$ cat config.mk
export PLATFORM = sky130hd
export DESIGN_NAME = core_startup_seq
export DESIGN_NICKNAME = d
export VERILOG_FILES = /design/src/rtl/startup_pkg.sv /design/src/rtl/su_cycle_counter.sv /design/src/rtl/su_clear_gen.sv /design/src/rtl/su_cfg_regs.sv /design/src/rtl/su_sample_gate.sv /design/src/rtl/core_startup_seq.sv
export SDC_FILE = /design/constraint.sdc
export NUM_CORES = 1
export LEC_CHECK = 0
export BUFFER_PORTS_ARGS = -buffer_cell sky130_fd_sc_hd__buf_2
export CAP_MARGIN = 5
export CORE_MARGIN = 2
export CORE_UTILIZATION = 29
export DETAILED_ROUTE_END_ITERATION = 16
export PLACE_DENSITY = 0.7
export SLEW_MARGIN = 20
export SYNTH_ARGS = -nofsm -noshare
export SYNTH_HDL_FRONTEND = slang
export SYNTH_SLANG_ARGS = --single-unit
export TNS_END_PERCENT = 5
$ cat constraint.sdc
create_clock -name clk_mclk -period 5.1 [get_ports clk_mclk]
set_input_delay 0.255 -clock clk_mclk [delete_from_list [all_inputs] [get_ports clk_mclk]]
set_output_delay 0.255 -clock clk_mclk [all_outputs]
set_load 0.03 [all_outputs]
$ cat src/rtl/startup_pkg.sv
package startup_pkg;

   typedef enum logic [1:0] {
      SEL_DAC_PD = 2'd0,
      SEL_ADC_PD = 2'd1,
      SEL_RATE   = 2'd2,
      SEL_NONE   = 2'd3
   } cfg_sel_e;

   typedef enum logic [1:0] {
      RATE_256  = 2'd0,
      RATE_512  = 2'd1,
      RATE_768  = 2'd2,
      RATE_RSVD = 2'd3
   } rate_e;

   function automatic logic rate_needs_early(input logic [1:0] code);
      return (code == RATE_512) || (code == RATE_768);
   endfunction

endpackage

$ cat src/rtl/su_cycle_counter.sv
module su_cycle_counter #(
   parameter int INIT_CYCLES = 4500,
   parameter int CFG_WINDOW  = 3072
) (
   input  logic clk,
   input  logic rst_n,
   output logic ready,
   output logic in_window
);
   localparam int CNT_W = $clog2(INIT_CYCLES + 1);
   localparam logic [CNT_W-1:0] LAST = CNT_W'(INIT_CYCLES);
   localparam logic [CNT_W-1:0] WIN  = CNT_W'(CFG_WINDOW);

   logic [CNT_W-1:0] cnt_q;

   always_ff @(posedge clk or negedge rst_n) begin
      if (!rst_n)            cnt_q <= '0;
      else if (cnt_q != LAST) cnt_q <= cnt_q + 1'b1;
   end

   assign ready     = (cnt_q == LAST);
   assign in_window = (cnt_q < WIN);

   // once raised, ready never drops until reset
   p_ready_sticky_r3: assert property (@(posedge clk) disable iff (!rst_n)
      ready |=> ready);

endmodule

$ cat src/rtl/su_clear_gen.sv
module su_clear_gen #(
   parameter int MEM_DEPTH = 1024,
   parameter int ADDR_W    = 10
) (
   input  logic              clk,
   input  logic              rst_n,
   output logic              mem_we,
   output logic [ADDR_W-1:0] mem_addr
);
   localparam logic [ADDR_W-1:0] END_ADDR = ADDR_W'(MEM_DEPTH - 1);

   logic              active_q;
   logic [ADDR_W-1:0] addr_q;

   always_ff @(posedge clk or negedge rst_n) begin
      if (!rst_n) begin
         active_q <= 1'b1;
         addr_q   <= '0;
      end else if (active_q) begin
         if (addr_q == END_ADDR) active_q <= 1'b0;
         else                    addr_q   <= addr_q + 1'b1;
      end
   end

   assign mem_we   = active_q & rst_n;
   assign mem_addr = addr_q;

   // consecutive strobes walk the address by one
   p_addr_step_r2: assert property (@(posedge clk) disable iff (!rst_n)
      (mem_we && $past(mem_we)) |-> (mem_addr == $past(mem_addr) + 1'b1));

endmodule

$ cat src/rtl/su_cfg_regs.sv
module su_cfg_regs
   import startup_pkg::*;
(
   input  logic       clk,
   input  logic       rst_n,
   input  logic       cfg_wr,
   input  logic [1:0] cfg_sel,
   input  logic [1:0] cfg_data,
   input  logic       in_window,
   output logic       dac_pd,
   output logic       adc_pd,
   output logic [1:0] rate,
   output logic       late_cfg
);
   always_ff @(posedge clk or negedge rst_n) begin
      if (!rst_n) begin
         dac_pd   <= 1'b0;
         adc_pd   <= 1'b0;
         rate     <= RATE_256;
         late_cfg <= 1'b0;
      end else if (cfg_wr) begin
         case (cfg_sel_e'(cfg_sel))
            SEL_DAC_PD: dac_pd <= cfg_data[0];
            SEL_ADC_PD: adc_pd <= cfg_data[0];
            SEL_RATE: begin
               if (in_window)                   rate     <= cfg_data;
               else if (rate_needs_early(cfg_data)) late_cfg <= 1'b1;
            end
            default: ;
         endcase
      end
   end

   // the rate only moves in response to a write inside the window
   p_rate_window_r5: assert property (@(posedge clk) disable iff (!rst_n)
      !$stable(rate) |-> $past(in_window) && $past(cfg_wr));
   // the warning is sticky
   p_late_sticky_r6: assert property (@(posedge clk) disable iff (!rst_n)
      late_cfg |=> late_cfg);
   // power-down writes leave the rate setting alone
   p_pd_keeps_rate_r4: assert property (@(posedge clk) disable iff (!rst_n)
      ($past(cfg_wr) && ($past(cfg_sel) != SEL_RATE)) |-> $stable(rate));

endmodule

$ cat src/rtl/su_sample_gate.sv
module su_sample_gate #(
   parameter int DATA_W        = 24,
   parameter bit HOLD_DAC_CLKS = 1'b1
) (
   input  logic              ready,
   input  logic [DATA_W-1:0] ser_in,
   input  logic              ser_in_vld,
   input  logic [DATA_W-1:0] core_out,
   input  logic              lr_in,
   input  logic              bclk_in,
   output logic [DATA_W-1:0] core_in,
   output logic              core_in_vld,
   output logic [DATA_W-1:0] ser_out,
   output logic              lr_out,
   output logic              bclk_out
);
   assign core_in     = ready ? ser_in : '0;
   assign core_in_vld = ready & ser_in_vld;
   assign ser_out     = ready ? core_out : '0;

   generate
      if (HOLD_DAC_CLKS) begin : g_hold
         assign lr_out   = ready & lr_in;
         assign bclk_out = ready & bclk_in;
      end else begin : g_pass
         assign lr_out   = lr_in;
         assign bclk_out = bclk_in;
      end
   endgenerate

endmodule

$ cat src/rtl/core_startup_seq.sv
module core_startup_seq #(
   parameter int INIT_CYCLES   = 4500,
   parameter int CFG_WINDOW    = 3072,
   parameter int MEM_DEPTH     = 1024,
   parameter int DATA_W        = 24,
   parameter bit HOLD_DAC_CLKS = 1'b1,
   localparam int ADDR_W       = $clog2(MEM_DEPTH)
) (
   input  logic              clk_mclk,
   input  logic              rst_n,
   input  logic              cfg_wr,
   input  logic [1:0]        cfg_sel,
   input  logic [1:0]        cfg_data,
   input  logic [DATA_W-1:0] ser_in,
   input  logic              ser_in_vld,
   input  logic [DATA_W-1:0] core_out,
   input  logic              dac_lrclk_in,
   input  logic              dac_bclk_in,
   output logic              mem_we,
   output logic [ADDR_W-1:0] mem_addr,
   output logic [DATA_W-1:0] mem_wdata,
   output logic              ready,
   output logic              dac_off,
   output logic              adc_off,
   output logic [1:0]        rate_sel,
   output logic              late_cfg,
   output logic [DATA_W-1:0] core_in,
   output logic              core_in_vld,
   output logic [DATA_W-1:0] ser_out,
   output logic              dac_lrclk_out,
   output logic              dac_bclk_out
);
   if (MEM_DEPTH < 2)             begin : g_bad_depth  $error("MEM_DEPTH must be at least 2"); end
   if (MEM_DEPTH > INIT_CYCLES)   begin : g_bad_fit    $error("clear pass exceeds start-up budget"); end
   if (CFG_WINDOW > INIT_CYCLES)  begin : g_bad_window $error("rate window exceeds start-up budget"); end
   if (DATA_W < 1)                begin : g_bad_width  $error("DATA_W must be positive"); end

   logic in_window;
   logic dac_pd, adc_pd;

   su_cycle_counter #(.INIT_CYCLES(INIT_CYCLES), .CFG_WINDOW(CFG_WINDOW)) u_cnt (
      .clk(clk_mclk), .rst_n(rst_n), .ready(ready), .in_window(in_window));

   su_clear_gen #(.MEM_DEPTH(MEM_DEPTH), .ADDR_W(ADDR_W)) u_clr (
      .clk(clk_mclk), .rst_n(rst_n), .mem_we(mem_we), .mem_addr(mem_addr));

   su_cfg_regs u_cfg (
      .clk(clk_mclk), .rst_n(rst_n), .cfg_wr(cfg_wr), .cfg_sel(cfg_sel),
      .cfg_data(cfg_data), .in_window(in_window), .dac_pd(dac_pd),
      .adc_pd(adc_pd), .rate(rate_sel), .late_cfg(late_cfg));

   su_sample_gate #(.DATA_W(DATA_W), .HOLD_DAC_CLKS(HOLD_DAC_CLKS)) u_gate (
      .ready(ready), .ser_in(ser_in), .ser_in_vld(ser_in_vld), .core_out(core_out),
      .lr_in(dac_lrclk_in), .bclk_in(dac_bclk_in), .core_in(core_in),
      .core_in_vld(core_in_vld), .ser_out(ser_out), .lr_out(dac_lrclk_out),
      .bclk_out(dac_bclk_out));

   assign mem_wdata = '0;
   assign dac_off   = ~ready | dac_pd;
   assign adc_off   = ~ready | adc_pd;

   // the clear pass is over before ready is raised
   p_clear_before_ready_r2: assert property (@(posedge clk_mclk) disable iff (!rst_n)
      mem_we |-> !ready);
   // nothing reaches the core before ready
   p_gate_closed_r7: assert property (@(posedge clk_mclk) disable iff (!rst_n)
      !ready |-> !core_in_vld && (ser_out == '0));

endmodule

After elaboration in Yosys (flattened, before gate mapping)
Cells that the tools add are included.
Word-level totals
  flip-flop bits (word level): 29
  input bits: 58
  output and inout port bits: 92
  logic and storage cells: 37
Operators by class
  add/sub/neg operators: 2
  order comparisons: 1
  equal/unequal tests: 7
  mux-type cells: 4
  bitwise operators: 9
  reductions and logical operators: 7
Operators with widths (number)
  $mux 24: 2
  $add 13x1->13 const B: 1
  $eq 13x13->1 const B: 1
  $lt 13x12->1 const B: 1
  $ne 13x13->1 const B: 1
  $add 10x1->10 const B: 1
  $eq 10x10->1 const B: 1
  $reduce_and 2->1: 3
  $and 1x1->1: 4
  $eq 2x1->1 const B: 2
  $eq 2x2->1 const B: 2
  $reduce_and 4->1: 1
  $not 1->1: 3
  $reduce_and 3->1: 1
  $logic_not 2->1: 1
  $mux 1: 2
  $or 1x1->1: 2
  $logic_or 1x1->1: 1

Logic depth before layout (Yosys ltp)
Gate-level depths: netlist of the first run.
  word-level depth: 3
  gate-level depth with buffers: 8
  gate-level depth less buffers: 6

Cells and area by module
A second synthesis of the first run with hierarchy kept.
Unflattened totals
  cell total of the unflattened synthesis: 210
  area total of the unflattened synthesis: 2084.5 sq um
Modules (own cells, without submodules)
  su_cycle_counter: instances 1, cells an instance 60, area each 663.1 sq um, seq. area each 325.3 sq um
  su_clear_gen: instances 1, cells an instance 52, area each 594.3 sq um, seq. area each 276.5 sq um
  su_sample_gate: instances 1, cells an instance 56, area each 407.9 sq um, seq. area each 0.0 sq um
  su_cfg_regs: instances 1, cells an instance 15, area each 222.7 sq um, seq. area each 125.1 sq um
  core_startup_seq: instances 1, cells an instance 27, area each 196.4 sq um, seq. area each 0.0 sq um

Worst setup path before layout of the first run
OpenSTA, ideal clock, no wires.
  path type: register -> output
  start point: reg u_cnt.cnt_q[10]
  end point: out core_in[16]
  data arrival time: 1.755 ns
  required time: 4.845 ns
  setup slack: 3.090 ns
  stages on the path, launching flop included: 6
  buffers on the path: 2
  cells stage by stage: dfrtp_1 -> or4b_1 -> nor3_2 -> buf_6 -> buf_6 -> and2_1
Between the ends
  longest elaborated chain between the ends: 2
Ends and longest elaborated chain
  from (decl): line su_cycle_counter.sv:14  | logic [CNT_W-1:0] cnt_q;
  from (signal assigned): line su_cycle_counter.sv:18  | else if (cnt_q != LAST) cnt_q <= cnt_q + 1'b1;
  $eq 13x13->1: line su_cycle_counter.sv:21  | assign ready = (cnt_q == LAST);
  named net ready: line core_startup_seq.sv:22  | output logic ready,
  $mux 24: line su_sample_gate.sv:17  | assign core_in = ready ? ser_in : '0;
  to (decl): line core_startup_seq.sv:27  | output logic [DATA_W-1:0] core_in,
The timed path passes the listed nets, and every way through them passes these cells.

Worst setup path after layout of the first run
  start point: reg u_cnt.cnt_q[10]
  end point: out core_in[15]
Between the ends
  longest elaborated chain between the ends: 2
Ends and longest elaborated chain (line)
  $eq 13x13->1: su_cycle_counter.sv:21
  $mux 24: su_sample_gate.sv:17
Every way passes these cells.

==> results by stage, run 1 <==
Power and ir drop:
- The part of the total power dissipated in the clock network is 36.5%.
- The leakage power is 0.00152 uW.
- The design draws 484 uW.
- In this run the power density over the cells is 187 nW/um^2.
- In this run the power spent charging and discharging nets is 128 uW.
- The share of total power dissipated in sequential elements is 49.5%.
- The internal cell power is 356 uW.
- The part of the total power dissipated in combinational logic is 14.0%.
- VDD sags by at most 155 uV.
- The switching portion of total power is 26.4%.

STA:
- The hold violation count in the final report was 14.
- The routed design could run at a clock period as short as 2.46 ns.
- Hold timing on the final database bottoms out at a slack of -0.00560 ns.
- Derived from the worst setup path, the maximum achievable clock frequency is 407 MHz.
- Setup repair after global routing left no endpoint under its margin.
- For the final database, setup skew stands at 0.00479 ns.
- In this run the tightest slew margin relative to its limit is 57.7%.
- The total negative slack is 0 ns.
- The worst path uses 48.2% of the clock period.
- At the pin with the least slew margin, the transition time is 0.635 ns.
- The worst-case setup margin in the final layout is 2.64 ns.
- The count of endpoints failing setup in the final report is 0.
- The final number of max-transition violations was 0.

Placement:
- The post-place setup slack is 2.91 ns.
- The quantity of I/O buffers inserted on ports is 125.
- The weighted congestion reported at the end of routability-driven placement is 0.765.
- After legalization and detailed placement, the total HPWL measured 3590 um.
- The number of placed instances, taps included, is 400.

Route:
- The mean routed wirelength per cell is 11.1 um.
- For this run, design rule violations remaining after detail routing come to 0.
- The overall via count from detail_route is 1767.
- The violation count after the first detailed-route iteration is 52.
- The post-route antenna net violation count is 0.
- The detail-routed via count per cell is 4.33.
- The length of the first detailed-routing pass in iterations is 4.
- The total detailed-routing wirelength is 4540 um.

Logic synthesis:
- The number of flip-flops and latches in the synthesized netlist is 29.
- A synthesized cell averages 9.26 sq um.
- The most used flip-flop cell after synthesis is dfrtp_1.
- The number of warning messages in the yosys log is 0.
- The number of enable-type register cells in the synthesized netlist is 0.
- The post-synthesis sequential area ratio is 38.1%.
- Of all flip-flops after synthesis, the portion carrying an async set or reset was 100%.
- After technology mapping, the gate count stands at 206.
- The combined area of all synthesized cells is 1910 sq um.
- Yosys mapped the design onto 34 distinct sky130hd cell types.

Layout:
- The sequential cells in the finished layout cover a total of 727 sq um.
- The signed area change from the synthesized netlist to the final layout is 35.4%.
- The repair_antennas step left the layout with diodes totalling 0.
- The layout net count is 391.
- The count of non-filler cells in the finished layout is 408.
- The total area of multi-input combinational cells is 1030 sq um.
- The ratio of cells with drive above 1 in the final layout is 42.9%.
- Leaving out fill and tap cells, the most frequent cells in the layout are 125 x buf_2, 53 x and2_1, 28 x dfrtp_1.
- The filler cells instantiated in the layout total 638.
- The most frequent standard cell in the layout excluding fill and tap cells is buf_2.

Critical path:
- For the worst setup path, the data required time is 4.85 ns.
- The number of buffer and inverter instances along the worst setup path is 2.
- The depth of the worst register-to-register path is 4.
- Along the worst path, the maximum fanout reaches 58.
- For this run, the slowest stage of the critical path takes 0.59 ns.
- At the worst endpoint, the arrival time is 2.20 ns.
- The worst setup path is launched from a flop.
- The critical path goes through or4b_1 > nor3_4 > buf_4 > and2_1 > buf_2.
- The number of logic stages on the critical path including buffering is 5.
- The critical path class is reg2out.
- The slowest stage of the critical path is the or4b_1 cell.
- STA classifies the critical path endpoint as a primary output.
- The kind of cell with the highest combined delay along the critical path is simple AND/OR/NAND/NOR gates.
- The launch point of the worst reg-to-reg path is u_cnt.cnt_q[10]$_DFFE_PN0P_.
- In this run the register-to-register setup slack is 3.10 ns.
- The critical register-to-register path endpoint is u_cnt.cnt_q[1]$_DFFE_PN0P_.

Global route:
- The initial antenna violation count is 0.
- Entering global routing, the biggest net connects 59 pins.
- The number of global-route vias before repair is 1546.
- The global route total overflow is 0.
- The first global-routing pass estimated 7040 um of wire.
- The global router's overall resource usage is 12.0%.

Die:
- The number of top-level pins is 150.
- The total number of placement rows is 29.
- Once the floorplan was initialized, standard cells occupied 30.0% of the core.
- The horizontal die dimension is 85.1 um.
- The area of the die is 7240 sq um.
- The die is 85.1 um tall.
- The core region is 6350 sq um.

Clocking:
- The CTS H-tree depth is 2.
- The number of setup buffers added after CTS is 0.
- Clock tree synthesis selected as its root buffer the cell clkbuf_8.
- Clock tree synthesis found a total of 29 sinks.
- In this run, post-CTS repair resized a total of 0 instances.
- Clock-pin slew was measured on the worst setup and hold paths at 0.06 ns.
- The number of buffers inserted by hold repair at cts is 0.
- TritonCTS built the clock tree.
- The number of buffers created by CTS is 5.
- Counting along the longest clock path gives a buffer depth of 2.
- The latest clock arrival within the worst-skew pair is 0.28 ns.

Hold path:
- The class of the tightest hold or removal check is in2async.

Run:
- The tool flagged a number of max-cap violations equal to 0.

Outcome:
- The run finished, with violations left.
- The checks that failed: hold timing.
## worst register-to-register path, delay by kind of cell, from the launching register on
family | cells | cell delay (ns)
DFF | 1 | 0.42
muxes | 1 | 0.37
and+or+nand+nor | 2 | 0.71
buffers and inverters | 1 | 0.39
## layout make-up
type | instances | area share (%)
clock buffer | 7 | 2.96
timing repair buffer | 126 | 24.5
tap | 77 | 3.73
multi-input combinational | 164 | 39.8
sequential | 29 | 28.2
inverter | 4 | 0.582
clock inverter | 1 | 0.194
## flip-flops by register name, summed over array words and instances (netlist names)
name / flops
u_cfg.late_cfg: 1
u_cfg.dac_pd: 1
u_cnt.cnt_q: 13
u_clr.active_q: 1
u_cfg.adc_pd: 1
u_cfg.rate: 2
u_clr.mem_addr: 10
## worst max path at each step
stage                           startpoint          end  slack, ns
6_report       u_cnt.cnt_q[10]$_DFFE_PN0P_  core_in[15]       2.64
5_1_grt        u_cnt.cnt_q[10]$_DFFE_PN0P_   ser_out[6]       2.49
4_1_cts        u_cnt.cnt_q[10]$_DFFE_PN0P_  core_in[15]       2.60
3_5_place_dp   u_cnt.cnt_q[10]$_DFFE_PN0P_  core_in[15]       2.91
3_3_place_gp   u_cnt.cnt_q[10]$_DFFE_PN0P_  core_in[15]       2.96
2_1_floorplan  u_cnt.cnt_q[10]$_DFFE_PN0P_  core_in[16]       3.09
## cells by family (layout without fill, tap and decap cells)
logic type                 count (synthesis)  after routing  synth area share, %
muxes                                      7              7                 4.13
other                                      1             24                0.197
and+or+nand+nor                          104            104                 32.8
adders and majority gates                  3              3                 1.97
AOI/OAI and AO/OA                         12             12                 3.54
DFF                                       29             29                 38.1
buffers and inverters                     36            138                 12.8
xor gates and xnor gates                  14             14                 6.43
## cell usage after synthesis (2+ instances only)
master,count,share of area (%)
and2_1,53,17
dfrtp_1,28,37
buf_4,25,9.8
nand3_1,11,2.9
xnor2_1,11,5.1
a21oi_1,7,1.8
nand2_1,7,1.4
nor2_1,7,1.4
mux2_2,6,3.5
and3_1,5,1.6
clkbuf_1,5,0.98
inv_1,4,0.79
nand4_1,4,1.3
and4_1,3,1.4
ha_1,3,2.0
nor3_1,3,0.79
xor2_1,3,1.4
a21o_1,2,0.79
a31oi_1,2,0.66
buf_6,2,1.2
nand2b_1,2,0.66
## through the flow
step | util (%) | cell area [sq um]
6_report | 40.7 | 2580
2_1_floorplan | - | 1990
5_1_grt | 40.7 | 2580
3_3_place_gp | 39.4 | 2500
3_5_place_dp | 39.4 | 2500
4_1_cts | 40.7 | 2580
## routing by layer
layer	vias up	wire length (um)	GRT usage, %
li1	876	-	-
met1	814	1910	15.4
met2	71	2240	19.2
met3	6	331	3.60
met4	0	60	4.18
met5	-	0	0
## power by group through the flow
stage,Sequential (uW),Combinational (uW),Clock (uW)
2_1_floorplan,250,45.8,0
3_3_place_gp,243,68.0,0
3_5_place_dp,243,68.0,0
4_1_cts,239,68.1,184
5_1_grt,240,73.3,197
6_report,239,67.5,177
No activity file was read; power rests on OpenSTA's default activity.
==> inputs of run 2 (changes only) <==
--- a/config.mk
+++ b/config.mk
@@ -5,12 +5,13 @@
 export SDC_FILE = /design/constraint.sdc
 export NUM_CORES = 1
 export LEC_CHECK = 0
+export ABC_AREA = 1
 export BUFFER_PORTS_ARGS = -buffer_cell sky130_fd_sc_hd__buf_2
 export CAP_MARGIN = 5
 export CORE_MARGIN = 2
 export CORE_UTILIZATION = 29
 export DETAILED_ROUTE_END_ITERATION = 16
-export PLACE_DENSITY = 0.7
+export PLACE_DENSITY = 0.68
 export SLEW_MARGIN = 20
 export SYNTH_ARGS = -nofsm -noshare
 export SYNTH_HDL_FRONTEND = slang
==> constraint.sdc (replaced) <==
create_clock -name clk_mclk -period 2 [get_ports clk_mclk]
set_input_delay 0.1 -clock clk_mclk [delete_from_list [all_inputs] [get_ports clk_mclk]]
set_output_delay 0.1 -clock clk_mclk [all_outputs]
set_load 0.03 [all_outputs]
==> results by stage, run 2 <==
Outcome:
- Result of the run: complete, no violations (was complete, but fails checks).

Critical path:
- The cell with the biggest individual delay on the critical path is dfrtp_1 (was or4b_1).
- The critical path endpoint category was a primary output (unchanged).
- CP Cell Sequence: inv_1 > ha_1 > nand2_2 > nor3_4 > nand3_4 > buf_6 > nor2_4 > buf_2 (was or4b_1 > nor3_4 > buf_4 > and2_1 > buf_2).
- The critical path required time is 1.90 ns (was 4.85 ns).
- The critical path class was reg2out (unchanged).
- The critical-path maximum fanout came to 10 (was 58).
- The arrival time of the worst setup path came to 1.83 ns (was 2.20 ns).
- The worst stage delay on the critical path came to 0.40 ns (was 0.59 ns).
- The type of element launching the critical path is a flop (unchanged).

Global route:
- The initial antenna violation count is 0 (unchanged).
- The largest net degree at the start of global routing is 30 (was 59).
- The first-pass GRT wire length came to 7410 um (was 7040 um).
- The number of global-route vias before repair is 1821 (was 1546).
- The global route total overflow is 0 (unchanged).
- The global router's overall resource usage is 10.2% (was 12.0%).

Route:
- The detail-routed via count per cell is 3.88 (was 4.33).
- The post-route antenna net violation count is 0 (unchanged).
- The overall via count from detail_route is 2159 (was 1767).
- The length of the first detailed-routing pass in iterations is 5 (was 4).
- The violation count after the first detailed-route iteration is 65 (was 52).
- The detailed-route DRC error count is 0 (unchanged).
- The mean routed wirelength per cell is 9.42 um (was 11.1 um).
- The total detailed-routing wirelength is 5240 um (was 4540 um).

Power and ir drop:
- The worst supply voltage drop on vdd came to 227 uV (was 155 uV).
- The part of the total power dissipated in the clock network was 36.5% (about the same).
- The power spent charging and discharging nets is 378 uW (was 128 uW).
- The part of the total power dissipated in combinational logic is 16.1% (was 14.0%).
- The switching portion of total power came to 29.5% (was 26.4%).
- The internal cell power came to 901 uW (was 356 uW).
- The power share of the sequential group is 47.4% (was 49.5%).
- The leakage power is 0.00187 uW (was 0.00152 uW).
- The total power divided by cell area is 393 nW/um^2 (was 187 nW/um^2).

Layout:
- The signed area change from the synthesized netlist to the final layout is 36.6% (was 35.4%).
- The count of antenna diodes in the layout is 0 (unchanged).
- The top register by number of flip-flops is u_cnt.cnt_q (unchanged).
- Highest-count cells in the layout ignoring fill and taps: 84 x buf_2, 78 x inv_1, 51 x nand2_1 (was 125 x buf_2, 53 x and2_1, 28 x dfrtp_1).
- The number of flip-flops under the largest register name is 13 (unchanged).
- The post-route cell area came to 3250 sq um (was 2580 sq um).
- The most frequent standard cell in the layout excluding fill and tap cells is buf_2 (unchanged).
- The ratio of cells with drive above 1 in the final layout was 39.9% (was 42.9%).
- The layout net count is 511 (was 391).
- The post-layout utilization of the core was 40.2% (was 40.7%).

STA:
- The shortest period the worst path allows is 1.93 ns.
- The worst hold margin was 0.0440 ns (was -0.00560 ns).
- Unrepaired setup endpoints after global routing: yes (was no).
- The total negative slack is 0 ns (unchanged).
- Timing would allow up to 518 MHz.
- The worst-case clock skew was 0.00908 ns (was 0.00479 ns).
- The count of endpoints failing setup in the final report is 0 (unchanged).
- The final number of max-transition violations is 0 (unchanged).
- The hold violation count in the final report is 0 (was 14).
- The final critical path takes up 96.5% of the cycle.

Placement:
- The weighted congestion reported at the end of routability-driven placement is 0.805 (was 0.765).
- The cell area reported after detailed placement is 3020 sq um (was 2500 sq um).
- The total half-perimeter wirelength after legalization and detailed placement came to 4140 um (was 3590 um).
- The quantity of I/O buffers inserted on ports was 125 (unchanged).

Clocking:
- The CTS tree is built (unchanged).
- The number of setup buffers added after CTS is 0 (unchanged).
- The buffer levels on the longest clock path was 2 (unchanged).
- The CTS H-tree depth is 2 (unchanged).
- The latest clock arrival within the worst-skew pair is 0.28 ns (about the same).
- The clock-pin transition on the worst setup and hold timing paths is 0.07 ns (was 0.06 ns).
- The number of buffers created by CTS is 5 (unchanged).
- The root cell of the clock tree is clkbuf_8 (unchanged).
- The clock sink count is 29 (unchanged).

Logic synthesis:
- The most used flip-flop cell after synthesis is dfrtp_1 (unchanged).
- The most numerous cell in the Yosys netlist was inv_1 (was and2_1).
- The cell type contributing the most total cell area after synthesis is dfrtp_1 (unchanged).
- The number of flip-flops and latches in the synthesized netlist is 29 (unchanged).
- The top cell type's share of synthesized area was 29.4% (was 36.7%).
- The combined area of all synthesized cells is 2380 sq um (was 1910 sq um).
- The async set-reset flop share out of synthesis is 100% (unchanged).
- The number of warning messages in the yosys log is 0 (unchanged).
- The number of enable-type register cells in the synthesized netlist is 0 (unchanged).
- Most instantiated cells after synthesis: 78 x inv_1, 52 x nand2_1, 38 x nor2_1 (was 53 x and2_1, 28 x dfrtp_1, 25 x buf_4).
- The mean cell area of the mapped netlist is 7.44 sq um (was 9.26 sq um).
- The number of distinct library cells after synthesis was 31 (was 34).
- The post-synthesis sequential area ratio is 30.5% (was 38.1%).
- The count of mapped cells out of synthesis came to 320 (was 206).
- Biggest area contributors in the synthesized netlist: dfrtp_1 29%, nor2_4 14%, inv_1 12% (was dfrtp_1 37%, and2_1 17%, buf_4 9.8%).

Run:
- The max-capacitance violation count is 0 (unchanged).

Die:
- The total number of placement rows is 33 (was 29).
- The number of top-level pins is 150 (unchanged).
- The area inside the core boundary is 8090 sq um (was 6350 sq um).
- The horizontal die dimension is 94.6 um (was 85.1 um).
- The y dimension of the die is 94.6 um (was 85.1 um).
- The area of the die is 8960 sq um (was 7240 sq um).
- The starting density of the core was 29.4% (was 30.0%).

Hold path:
- The class of the tightest hold or removal check is in2reg (was in2async).
## run 2: final timing paths
path | end | from | cells past startpoint | slack (ns)
min | u_cfg.dac_pd$_DFFE_PN0P_ | cfg_wr | 2 | 0.04
max reg2reg | u_clr.mem_addr[6]$_DFFE_PN0P_ | u_clr.mem_addr[1]$_DFFE_PN0P_ | 8 | 0.48
max in group asynchronous | u_clr.active_q$_DFF_PN1_ | rst_n | 3 | 1.30
max | core_in[19] | u_cnt.cnt_q[0]$_DFFE_PN0P_ | 8 | 0.07
min in group asynchronous | u_clr.mem_addr[8]$_DFFE_PN0P_ | rst_n | 3 | 0.39
min reg2reg | u_cfg.late_cfg$_DFFE_PN0P_ | u_cfg.late_cfg$_DFFE_PN0P_ | 1 | 0.47
## run 2: per-stage QoR
stage                     cells  worst slack, ns  total power [uW]
after floorplan             343            0.348               775
after global routing        556          -0.0282              1340
final                       556           0.0701              1280
after global placement      547            0.256               819
after CTS                   556           0.0118              1300
after detailed placement    547            0.191               822
## run 2: timing repair
| action | 4_1_cts | 5_1_grt |
|---|---|---|
| setup endpoints to repair | 52 | 52 |
| hold buffers | 1 | 0 |
| resized for setup | 2 | 86 |
| endpoints found under the hold margin | 28 | 0 |
## run 2: power groups by stage
stage                     Combinational, uW  Clock (uW)  Sequential [uW]
after global routing                    230         504              607
final                                   206         466              606
after floorplan                         146           0              629
after detailed placement                205           0              617
after CTS                               208         487              606
after global placement                  203           0              616
## run 2: kinds of logic (layout without fill, tap and decap cells)
logic type	count (synthesis)	count (layout)	synth area share [%]
AND/OR/NAND/NOR	149	149	35.6
adder cells (fa/ha/maj)	3	3	1.58
AO/OA/AOI/OAI	11	11	2.63
buffers and inverters	111	219	23.6
XOR/XNOR	16	16	5.88
other	1	24	0.157
flip-flops	29	29	30.5
## run 2: routing by layer
layer  GRT usage [%]  vias up  wire, um
met2            18.7       77      2770
met3            2.79        4       405
li1                -     1130         -
met1            11.2      948      2020
met4            3.62        0        53
met5               0        -         0
## run 2: critical path: cells and delay by family, from the launching register on
kind          cells  cell delay [ns]
simple gates      4             0.48
flops             1             0.40
fa+ha+maj         1             0.18
buf+inv           3             0.49
## run 2: cell type report
| type | instances | area, sq um |
|---|---|---|
| Clock buffer | 5 | 68.8 |
| Clock inverter | 3 | 17.5 |
| Fill cell | 840 | 4840 |
| Inverter | 81 | 304 |
| Multi-Input combinational cell | 203 | 1200 |
| Sequential cell | 29 | 727 |
| Tap cell | 105 | 131 |
| Timing Repair Buffer | 130 | 801 |
